File: config.mk
export PLATFORM = sky130hd
export DESIGN_NAME = rtc_regfile
export DESIGN_NICKNAME = d
export VERILOG_FILES = /design/src/rtl/rtc_pkg.sv /design/src/rtl/rtc_counters.sv /design/src/rtl/rtc_bus.sv /design/src/rtl/rtc_regfile.sv
export SDC_FILE = /design/constraint.sdc
export NUM_CORES = 1
export LEC_CHECK = 0
export ABC_AREA = 0
export ABC_CLOCK_PERIOD_IN_PS = 4450
export CELL_PAD_IN_SITES_DETAIL_PLACEMENT = 1
export CELL_PAD_IN_SITES_GLOBAL_PLACEMENT = 2
export CORE_MARGIN = 10
export CORE_UTILIZATION = 26
export DETAILED_ROUTE_END_ITERATION = 12
export DONT_BUFFER_PORTS = 1
export PLACE_DENSITY_LB_ADDON = 0.1
export SETUP_SLACK_MARGIN = 0.02
export SLEW_MARGIN = 20
export SYNTH_ARGS = -nofsm -noshare
export SYNTH_HDL_FRONTEND = slang
export SYNTH_SLANG_ARGS = --single-unit
File: constraint.sdc
create_clock -name clk -period 4.45 [get_ports clk]
set_input_delay 0.89 -clock clk [delete_from_list [all_inputs] [get_ports clk]]
set_output_delay 0.89 -clock clk [all_outputs]
set_load 0.02 [all_outputs]
File: src/rtl/rtc_pkg.sv
package rtc_pkg;
  localparam int DW = 8;
  localparam int NREG = 8;
  localparam int AW = $clog2(NREG);

  // Packed with seconds in the least significant byte, so that
  // register address a sits at bits [a*DW +: DW].
  typedef struct packed {
    logic [DW-1:0] cen;
    logic [DW-1:0] yr;
    logic [DW-1:0] mon;
    logic [DW-1:0] date;
    logic [DW-1:0] day;
    logic [DW-1:0] hr;
    logic [DW-1:0] min;
    logic [DW-1:0] sec;
  } rtc_time_t;

  localparam rtc_time_t RESET_TIME = '{cen: 8'h20, yr: 8'h00, mon: 8'h01,
    date: 8'h01, day: 8'h01, hr: 8'h00, min: 8'h00, sec: 8'h00};

  function automatic logic [DW-1:0] field_mask(input logic [AW-1:0] a);
    case (a)
      3'd0: return 8'hFF;
      3'd1: return 8'h7F;
      3'd2: return 8'h3F;
      3'd3: return 8'h07;
      3'd4: return 8'h3F;
      3'd5: return 8'h1F;
      default: return 8'hFF;
    endcase
  endfunction

  // Time fields only, with the control bits stripped off.
  function automatic rtc_time_t time_only(input rtc_time_t t);
    rtc_time_t r;
    r = t;
    r.sec[7] = 1'b0;
    r.cen[7:6] = 2'b00;
    return r;
  endfunction

  function automatic logic [DW-1:0] bcd_next(input logic [DW-1:0] v,
                                             input logic [DW-1:0] lo,
                                             input logic [DW-1:0] hi);
    if (v == hi) return lo;
    if (v[3:0] == 4'd9) return {v[7:4] + 4'd1, 4'd0};
    return v + 8'd1;
  endfunction

  function automatic logic [DW-1:0] bcd2bin(input logic [DW-1:0] v);
    return {4'd0, v[7:4]} * 8'd10 + {4'd0, v[3:0]};
  endfunction

  function automatic logic [DW-1:0] month_last(input logic [DW-1:0] mon,
                                               input logic [DW-1:0] yr,
                                               input logic [DW-1:0] cen);
    logic [DW-1:0] yb, cb;
    logic leap;
    yb = bcd2bin(yr);
    cb = bcd2bin(cen);
    leap = (yb[1:0] == 2'd0) && ((yb != 8'd0) || (cb[1:0] == 2'd0));
    case (mon)
      8'h02: return leap ? 8'h29 : 8'h28;
      8'h04, 8'h06, 8'h09, 8'h11: return 8'h30;
      default: return 8'h31;
    endcase
  endfunction
endpackage

File: src/rtl/rtc_counters.sv
module rtc_counters
  import rtc_pkg::*;
(
  input  logic      clk,
  input  logic      rst_n,
  input  logic      adv,
  input  logic      load,
  input  rtc_time_t load_val,
  output rtc_time_t cnt
);
  rtc_time_t nxt;
  logic [DW-1:0] last_day;

  assign last_day = month_last(cnt.mon, cnt.yr, cnt.cen);

  always_comb begin
    nxt = cnt;
    if (adv) begin
      nxt.sec = bcd_next(cnt.sec, 8'h00, 8'h59);
      if (cnt.sec == 8'h59) begin
        nxt.min = bcd_next(cnt.min, 8'h00, 8'h59);
        if (cnt.min == 8'h59) begin
          nxt.hr = bcd_next(cnt.hr, 8'h00, 8'h23);
          if (cnt.hr == 8'h23) begin
            nxt.day  = bcd_next(cnt.day, 8'h01, 8'h07);
            nxt.date = bcd_next(cnt.date, 8'h01, last_day);
            if (cnt.date == last_day) begin
              nxt.mon = bcd_next(cnt.mon, 8'h01, 8'h12);
              if (cnt.mon == 8'h12) begin
                nxt.yr = bcd_next(cnt.yr, 8'h00, 8'h99);
                if (cnt.yr == 8'h99) nxt.cen = bcd_next(cnt.cen, 8'h00, 8'h39);
              end
            end
          end
        end
      end
    end
  end

  always_ff @(posedge clk) begin
    if (!rst_n)    cnt <= RESET_TIME;
    else if (load) cnt <= time_only(load_val);
    else           cnt <= nxt;
  end


  property adv_moves_p;
    @(posedge clk) disable iff (!rst_n) (adv && !load) |=> (cnt != $past(cnt));
  endproperty
  adv_moves_chk: assert property (adv_moves_p);
endmodule

File: src/rtl/rtc_bus.sv
module rtc_bus
  import rtc_pkg::*;
#(
  parameter int DWELL_CYC = 8
) (
  input  logic          clk,
  input  logic          rst_n,
  input  logic          ce_n,
  input  logic          we_n,
  input  logic          oe_n,
  input  logic [AW-1:0] addr,
  input  logic [DW-1:0] dq_i,
  output logic [DW-1:0] dq_o,
  output logic          dq_en,
  input  rtc_time_t     cnt,
  input  logic          adv,
  output rtc_time_t     usr,
  output logic          osc_stop,
  output logic          load_go
);
  localparam int QW = $clog2(DWELL_CYC + 1);
  localparam logic [QW-1:0] QMAX = QW'(DWELL_CYC);

  logic wstb, wr_bit, rd_bit, wr_d, pend, refresh;
  logic [QW-1:0] quiet;
  rtc_time_t usr_n;
  logic [NREG*DW-1:0] flat;

  assign wstb     = !ce_n && !we_n;
  assign wr_bit   = usr.cen[7];
  assign rd_bit   = usr.cen[6];
  assign osc_stop = usr.sec[7];
  assign load_go  = wr_d && !wr_bit;
  assign refresh  = pend && !wr_bit && !rd_bit && (quiet == QMAX) && !load_go;

  always_comb begin
    usr_n = usr;
    if (refresh) begin
      usr_n = cnt;
      usr_n.sec[7]   = usr.sec[7];
      usr_n.cen[7:6] = usr.cen[7:6];
    end
    flat = usr_n;
    if (wstb) flat[addr*DW +: DW] = dq_i & field_mask(addr);
  end

  always_ff @(posedge clk) begin
    if (!rst_n) begin
      usr   <= RESET_TIME;
      wr_d  <= 1'b0;
      pend  <= 1'b0;
      quiet <= QMAX;
    end else begin
      usr  <= rtc_time_t'(flat);
      wr_d <= wr_bit;
      pend <= adv;
      if (rd_bit)              quiet <= '0;
      else if (quiet != QMAX)  quiet <= quiet + 1'b1;
    end
  end

  assign dq_en = !ce_n && we_n && !oe_n;
  assign dq_o  = usr[addr*DW +: DW];


  property halt_freeze_p;
    @(posedge clk) disable iff (!rst_n) ((wr_bit || rd_bit) && !wstb) |=> $stable(usr);
  endproperty
  halt_freeze_chk: assert property (halt_freeze_p);


  property dwell_p;
    @(posedge clk) disable iff (!rst_n) ($fell(rd_bit) && !wstb) |=> $stable(usr);
  endproperty
  dwell_chk: assert property (dwell_p);


  property ctrl_rb_p;
    @(posedge clk) disable iff (!rst_n)
      (wstb && addr == AW'(NREG - 1)) |=> (usr.cen[7:6] == $past(dq_i[7:6]));
  endproperty
  ctrl_rb_chk: assert property (ctrl_rb_p);
endmodule

File: src/rtl/rtc_regfile.sv
module rtc_regfile
  import rtc_pkg::*;
#(
  parameter int DWELL_CYC = 8
) (
  input  logic          clk,
  input  logic          rst_n,
  input  logic          tick,
  input  logic          ce_n,
  input  logic          we_n,
  input  logic          oe_n,
  input  logic [AW-1:0] addr,
  input  logic [DW-1:0] dq_i,
  output logic [DW-1:0] dq_o,
  output logic          dq_en
);
  rtc_time_t cnt, usr;
  logic osc_stop, load_go, adv;

  assign adv = tick && !osc_stop;

  rtc_counters u_cnt (
    .clk(clk), .rst_n(rst_n), .adv(adv), .load(load_go),
    .load_val(usr), .cnt(cnt)
  );

  rtc_bus #(.DWELL_CYC(DWELL_CYC)) u_bus (
    .clk(clk), .rst_n(rst_n), .ce_n(ce_n), .we_n(we_n), .oe_n(oe_n),
    .addr(addr), .dq_i(dq_i), .dq_o(dq_o), .dq_en(dq_en),
    .cnt(cnt), .adv(adv), .usr(usr), .osc_stop(osc_stop), .load_go(load_go)
  );


  property load_p;
    @(posedge clk) disable iff (!rst_n) $fell(usr.cen[7]) |=> (cnt == time_only($past(usr)));
  endproperty
  load_chk: assert property (load_p);


  property stop_hold_p;
    @(posedge clk) disable iff (!rst_n) (osc_stop && !load_go) |=> $stable(cnt);
  endproperty
  stop_hold_chk: assert property (stop_hold_p);
endmodule

* Yosys cells after proc, flatten, opt, wreduce, memory -nomap -nowiden
Index checks and enable logic that the tools add are counted.
Word-level totals: logic and storage cells 254, input bits 17, register bits after elaboration 134
Operators by class: equal/unequal tests 28, shift-type cells 3, multiply operators 2, $add $sub $neg 20, mux-type cells 137, bitwise operators 2, reductions and logical operators 40
Operator list (number):
- $mux W8 | 33
- $mux W62 | 3
- $mux W1 | 89
- $add A8 B1 Y8 const B | 8
- $bwmux W64 | 1
- $mux W64 | 1
- $shift A8 B34 Y64 const A | 1
- $shiftx A64 B7 Y8 | 1
- $shiftx A8 B34 Y64 | 1
- $mux W54 | 1
- $mux W46 | 1
- $mux W38 | 1
- $add A4 B1 Y4 const B | 9
- $eq A4 B4 Y1 const B | 9
- $neg A6 Y34 | 1
- $pmux W8 S4 | 1
- $eq A8 B3 Y1 const B | 3
- $mux W22 | 1
- $eq A8 B5 Y1 const B | 2
- $eq A8 B6 Y1 const B | 2
- $eq A8 B7 Y1 const B | 2
- $pmux W8 S2 | 1
- $reduce_bool A2 Y1 | 8
- $mux W14 | 1
- other kinds (29) | 51

* Depth between registers and ports, before layout
depth after elaboration 31, depth in mapped cells 12, gate-level depth less buffers 10

* Modules after synthesis
Synthesis repeated with hierarchy kept, for this count alone.
Second synthesis, totals: cells, all modules 1136, area total of the unflattened synthesis 8962.3 µm²
By module, submodules not included:
- rtc_counters | area an instance 5077.4 µm², cells an instance 673, instances 1
- rtc_bus | area an instance 3871.2 µm², cells an instance 462, instances 1
- rtc_regfile | area an instance 13.8 µm², cells an instance 1, instances 1

* Worst setup path before layout
OpenSTA, ideal clock, no wires.
path type input port to flip-flop, start input addr[1], end register u_bus.usr[24] (netlist name), library setup time 129 ps, path slack 1024 ps, data required time 4321 ps, data arrival time 3297 ps, buffers on the path 3, stages 11, cells stage by stage clkbuf_1 > buf_1 > inv_1 > ha_1 > ha_1 > nor4b_1 > nor2b_1 > nand2_1 > clkbuf_1 > o21ai_0 > nand2_1
On the way: longest elaborated chain between the ends 8, elaborated cells on any way between the ends 14, classes of those cells 1 x add/sub; 5 x eq/ne; 2 x shift; 4 x mux; 1 x bitwise; 1 x reduce/logical
Ends and longest elaborated chain:
- start, declared | RTL line rtc_regfile.sv:12 | input logic [AW-1:0] addr,
- $eq A3 B2 Y1 or $eq A3 B3 Y1 (tied branches) | RTL line rtc_pkg.sv:23 | case (a)
- $reduce_or A2 Y1 (no source line)
- $pmux W8 S4 | RTL line rtc_pkg.sv:23
- $mux W8 | RTL line rtc_bus.sv:44 | if (wstb) flat[addr*DW +: DW] = dq_i & field_mask(addr);
- $and A8 B8 Y8 | RTL line rtc_bus.sv:44
- $shiftx A8 B34 Y64 | RTL line rtc_bus.sv:44
- $bwmux W64 (*) | RTL line rtc_bus.sv:44
- $mux W64 (*) | RTL line rtc_bus.sv:44
Every way passes the cells marked *; elsewhere a longest branch is shown, timed or not. The select of a mux whose other input is x is not followed. A chain may end at the register's enable or synchronous reset.

* Worst setup path after layout
start register u_cnt.cnt[55] (netlist name), end register u_cnt.cnt[60] (netlist name)
On the way: longest elaborated chain between the ends 10, elaborated cells on any way between the ends 12, classes of those cells 1 x add/sub; 1 x mul; 2 x eq/ne; 2 x mux; 6 x reduce/logical
Ends and longest elaborated chain:
- $mul A4 B3 Y7 | RTL line rtc_pkg.sv:52 | return {4'd0, v[7:4]} * 8'd10 + {4'd0, v[3:0]};
- $add A8 B4 Y8 | RTL line rtc_pkg.sv:52
- $reduce_bool A8 Y1 | RTL line rtc_pkg.sv:62 | leap = (yb[1:0] == 2'd0) && ((yb != 8'd0) || (cb[1:0] == 2'd0));
- $logic_or A1 B1 Y1 | RTL line rtc_pkg.sv:62
- $logic_and A1 B1 Y1 | RTL line rtc_pkg.sv:62
- $mux W1 | RTL line rtc_pkg.sv:64 | 8'h02: return leap ? 8'h29 : 8'h28;
- $pmux W8 S2 | RTL line rtc_pkg.sv:63 | case (mon)
- $eq A8 B8 Y1 | RTL line rtc_counters.sv:27 | if (cnt.date == last_day) begin
- $reduce_bool A2 Y1 (no source line)
- $reduce_and A7 Y1 (no source line) (*)
Every way passes the cells marked *; elsewhere a longest branch is shown, timed or not.

==> metrics.yaml <==
synth:
  synth_cells: 1071
  ys_types: 93
  synth_edf_count: 0
  yosysWarnings: 0
  netlist_area_um2: 8770
  syn_area_per_cell_um2: 8.19
  synthTopCellsByArea: "dfxtp_1 (31%), nor2_1 (6.0%), ha_1 (6.0%)"
  async_flop_share_pct: 0
  synth_area_leader_cell: "dfxtp_1"
  synth_seq_cells: 134
  synth_nets: 1132
  yosysTopAreaCellShare_pct: 30.6
  synth-main-ff-cell: "dfxtp_1"
  seq_area_frac_synth_pct: 30.6
routing:
  wl_per_cell_um: 23.5
  route.detailed.drc: 0
  routed_via_density: 5.34
  drtAntennaViolNets: 0
  dr_total_vias: 7992
  dr.pass1.iters: 5
  drt-initial-drc-count: 334
  drt_wl_total_um: 35200
final_layout:
  nNetsFinal: 1097
  drive_gt1_share_pct: 9.25
  areaGrowthSynthToFinish_pct: 10.7
  multi_input_area_um2: 5650
  num-fill-cells: 3935
  regArea_um2: 2680
  diodes: 0
grt:
  grt_max_degree: 78
  antenna_found_initial: 2
  grt_pass1_vias: 7932
  grt_pass1_wl_um: 53100
  track_usage_pct: 17.0
  overflow: 0
timing:
  skew_ns: 0.0136
  min_period_ns: 3.75
  achievable-frequency_ghz: 0.267
  max-slew-margin-rel_pct: 46.9
  setup_viol_count_final: 0
  fin_crit_sh_pct: 84.2
  drv_slew: 0
  timing.final.ws_setup_ns: 0.704
  final.setup.tns_ns: 0
  worstMarginPinSlew_ns: 0.785
  rsz0062_at_grt: "no"
  hold_viol_final: 0
power_and_ir_drop:
  cellLeakagePower_nw: 3.66
  vdd_drop_max_mv: 0.265
  p_per_area_nw_per_um2: 310
flow_run:
  drv_cap: 0
floorplan:
  ios: 26
  die-area_um2: 41500
  num_rows: 67
  start_util_pct: 26.2
  die_w_um: 204
  coreArea_um2: 33400
  die_y_um: 204
placed_design:
  place_congestion: 0.780
  hpwl_um: 25400
  io_buffers: 0
  place_ws_ns: 0.709
clocking:
  clk_pin_slew_ns: 0.06
  cts_resized: 0
  cts_buffer_depth: 2
  cts_num_sinks: 134
  cts_buffers: 17
  clock_latency_ns: 0.44
  tritoncts: "done"
  htreeDepth: 4
  ctsHoldBuffers: 0
  cts_setup_buffers: 0
  ctsRootBufferMaster: "clkbuf_16"
setup_path:
  cp_max_fo: 14
  crit_arrival_ns: 4.11
  required_ns: 4.82
  cp-start-kind: "flop"
  critPathKind: "reg2reg"
  cp-end-kind: "flop"
worst_hold_path:
  min_path_type: "reg2reg"
outcome:
  status: "completed"
==> stage by stage <==
| stage | total power [W] | utilization [%] | cells | cell area [µm²] | hold slack [ns] |
|---|---|---|---|---|---|
| final | 0.00301 | 29.0 | 1497 | 9710 | 0.480 |
| after floorplan | 0.00148 | - | 1071 | 8770 | 0.441 |
| after CTS | 0.00305 | 29.0 | 1497 | 9710 | 0.484 |
| after detailed placement | 0.00157 | 27.3 | 1465 | 9140 | 0.476 |
| after global routing | 0.00313 | 29.0 | 1497 | 9710 | 0.506 |
| after global placement | 0.00157 | 27.3 | 1465 | 9140 | 0.473 |
==> synthesized netlist by cell type, types with 3 or more instances <==
master	instances
mux2_2	3
nor4b_1	6
o21ai_0	40
nand3_1	30
o311a_1	4
nor3_1	32
a21o_1	6
clkbuf_1	47
ha_1	42
o21a_1	3
nor2b_1	16
o22ai_1	9
nor2_1	141
mux2i_1	48
and2_1	9
nor3b_1	4
a32oi_1	4
nand2b_1	10
xor2_1	6
or3_1	4
buf_1	7
xnor2_1	11
a221oi_1	8
dfxtp_1	134
buf_6	8
o21ai_1	4
and3_1	8
o221a_2	3
a31oi_1	17
inv_1	32
o211ai_1	8
mux4_2	16
or4_1	14
nand4_1	9
a211oi_1	65
nand2_1	108
o31ai_1	3
a21boi_0	3
a21oi_1	75
nor4_1	4
buf_4	3
==> cell families (layout without fill, tap and decap cells) <==
group	count (synthesis)	count (layout)	share of synthesized area (%)
buf+inv	101	79	5.18
mux	67	67	9.97
compound gates	283	283	21.8
xor+xnor	17	17	1.70
simple gates	425	425	24.3
fa+ha+maj	44	44	6.45
flops	134	134	30.6
==> layer usage <==
layer / global-route usage (%) / wire, µm
met1: 24.1 / 18100
met2: 25.9 / 15500
met3: 3.06 / 1260
met4: 4.05 / 331
met5: 0 / 0
==> cells in the final DEF (no fill, tap or decap), types with 4 or more instances in the layout <==
| cell type | count |
|---|---|
| nor2_1 | 141 |
| dfxtp_1 | 134 |
| nand2_1 | 107 |
| a21oi_1 | 75 |
| a211oi_1 | 65 |
| mux2i_1 | 48 |
| ha_1 | 42 |
| o21ai_0 | 39 |
| inv_1 | 32 |
| nor3_1 | 32 |
| nand3_1 | 30 |
| a31oi_1 | 17 |
| clkbuf_16 | 17 |
| mux4_2 | 16 |
| nor2b_1 | 15 |
| or4_1 | 14 |
| buf_4 | 13 |
| xnor2_1 | 11 |
| nand2b_1 | 9 |
| o22ai_1 | 9 |
| and2_1 | 9 |
| nand4_1 | 9 |
| and3_1 | 8 |
| clkinv_2 | 8 |
| a221oi_1 | 8 |
| o211ai_1 | 8 |
| nor4b_1 | 6 |
| a21o_1 | 6 |
| xor2_1 | 6 |
| o21ai_1 | 5 |
| nor3b_1 | 4 |
| a32oi_1 | 4 |
| or3_1 | 4 |
| nor4_1 | 4 |
| o311a_1 | 4 |
| clkbuf_1 | 4 |
==> report_power, final <==
group          internal (W)  switching [W]
sequential          0.00122      0.0000269
combinational     0.0000985       0.000195
clock              0.000874       0.000592
total               0.00219       0.000814
==> sequential cells by signal, indices dropped and copies added (netlist names) <==
name / count
u_cnt.cnt: 64
u_bus.osc_stop: 1
u_bus.quiet: 4
u_bus.wr_d: 1
u_bus.usr: 63
u_bus.pend: 1
==> critical path, stage by stage, from the launching register on <==
cell      delay, ns
dfxtp_1        0.46
ha_1           0.28
ha_1           0.23
fa_1           0.52
nand2_1        0.06
or4b_4         0.51
o221a_4        0.28
nor3_2         0.24
o211ai_2       0.31
or4_1          0.61
a31oi_1        0.17
==> path summary, 6_finish.rpt <==
| path | startpoint | cells past startpoint | to | slack (ns) |
|---|---|---|---|---|
| setup / recovery | u_cnt.cnt[55] | 10 | u_cnt.cnt[60] | 0.70 |
| hold / removal | u_bus.usr[5] | 2 | u_cnt.cnt[5] | 0.48 |
| setup reg to reg | u_cnt.cnt[55] | 10 | u_cnt.cnt[60] | 0.70 |
| hold reg to reg | u_bus.usr[5] | 2 | u_cnt.cnt[5] | 0.48 |
==> area by class of cell <==
| type | count | area share, % |
|---|---|---|
| Clock inverter | 11 | 1.37 |
| Inverter | 33 | 1.29 |
| Tap cell | 448 | 5.77 |
| Multi-Input combinational cell | 836 | 58.2 |
| Sequential cell | 134 | 27.6 |
| Clock buffer | 21 | 4.53 |
| Timing Repair Buffer | 14 | 1.21 |
No activity file was read; power rests on OpenSTA's default activity.
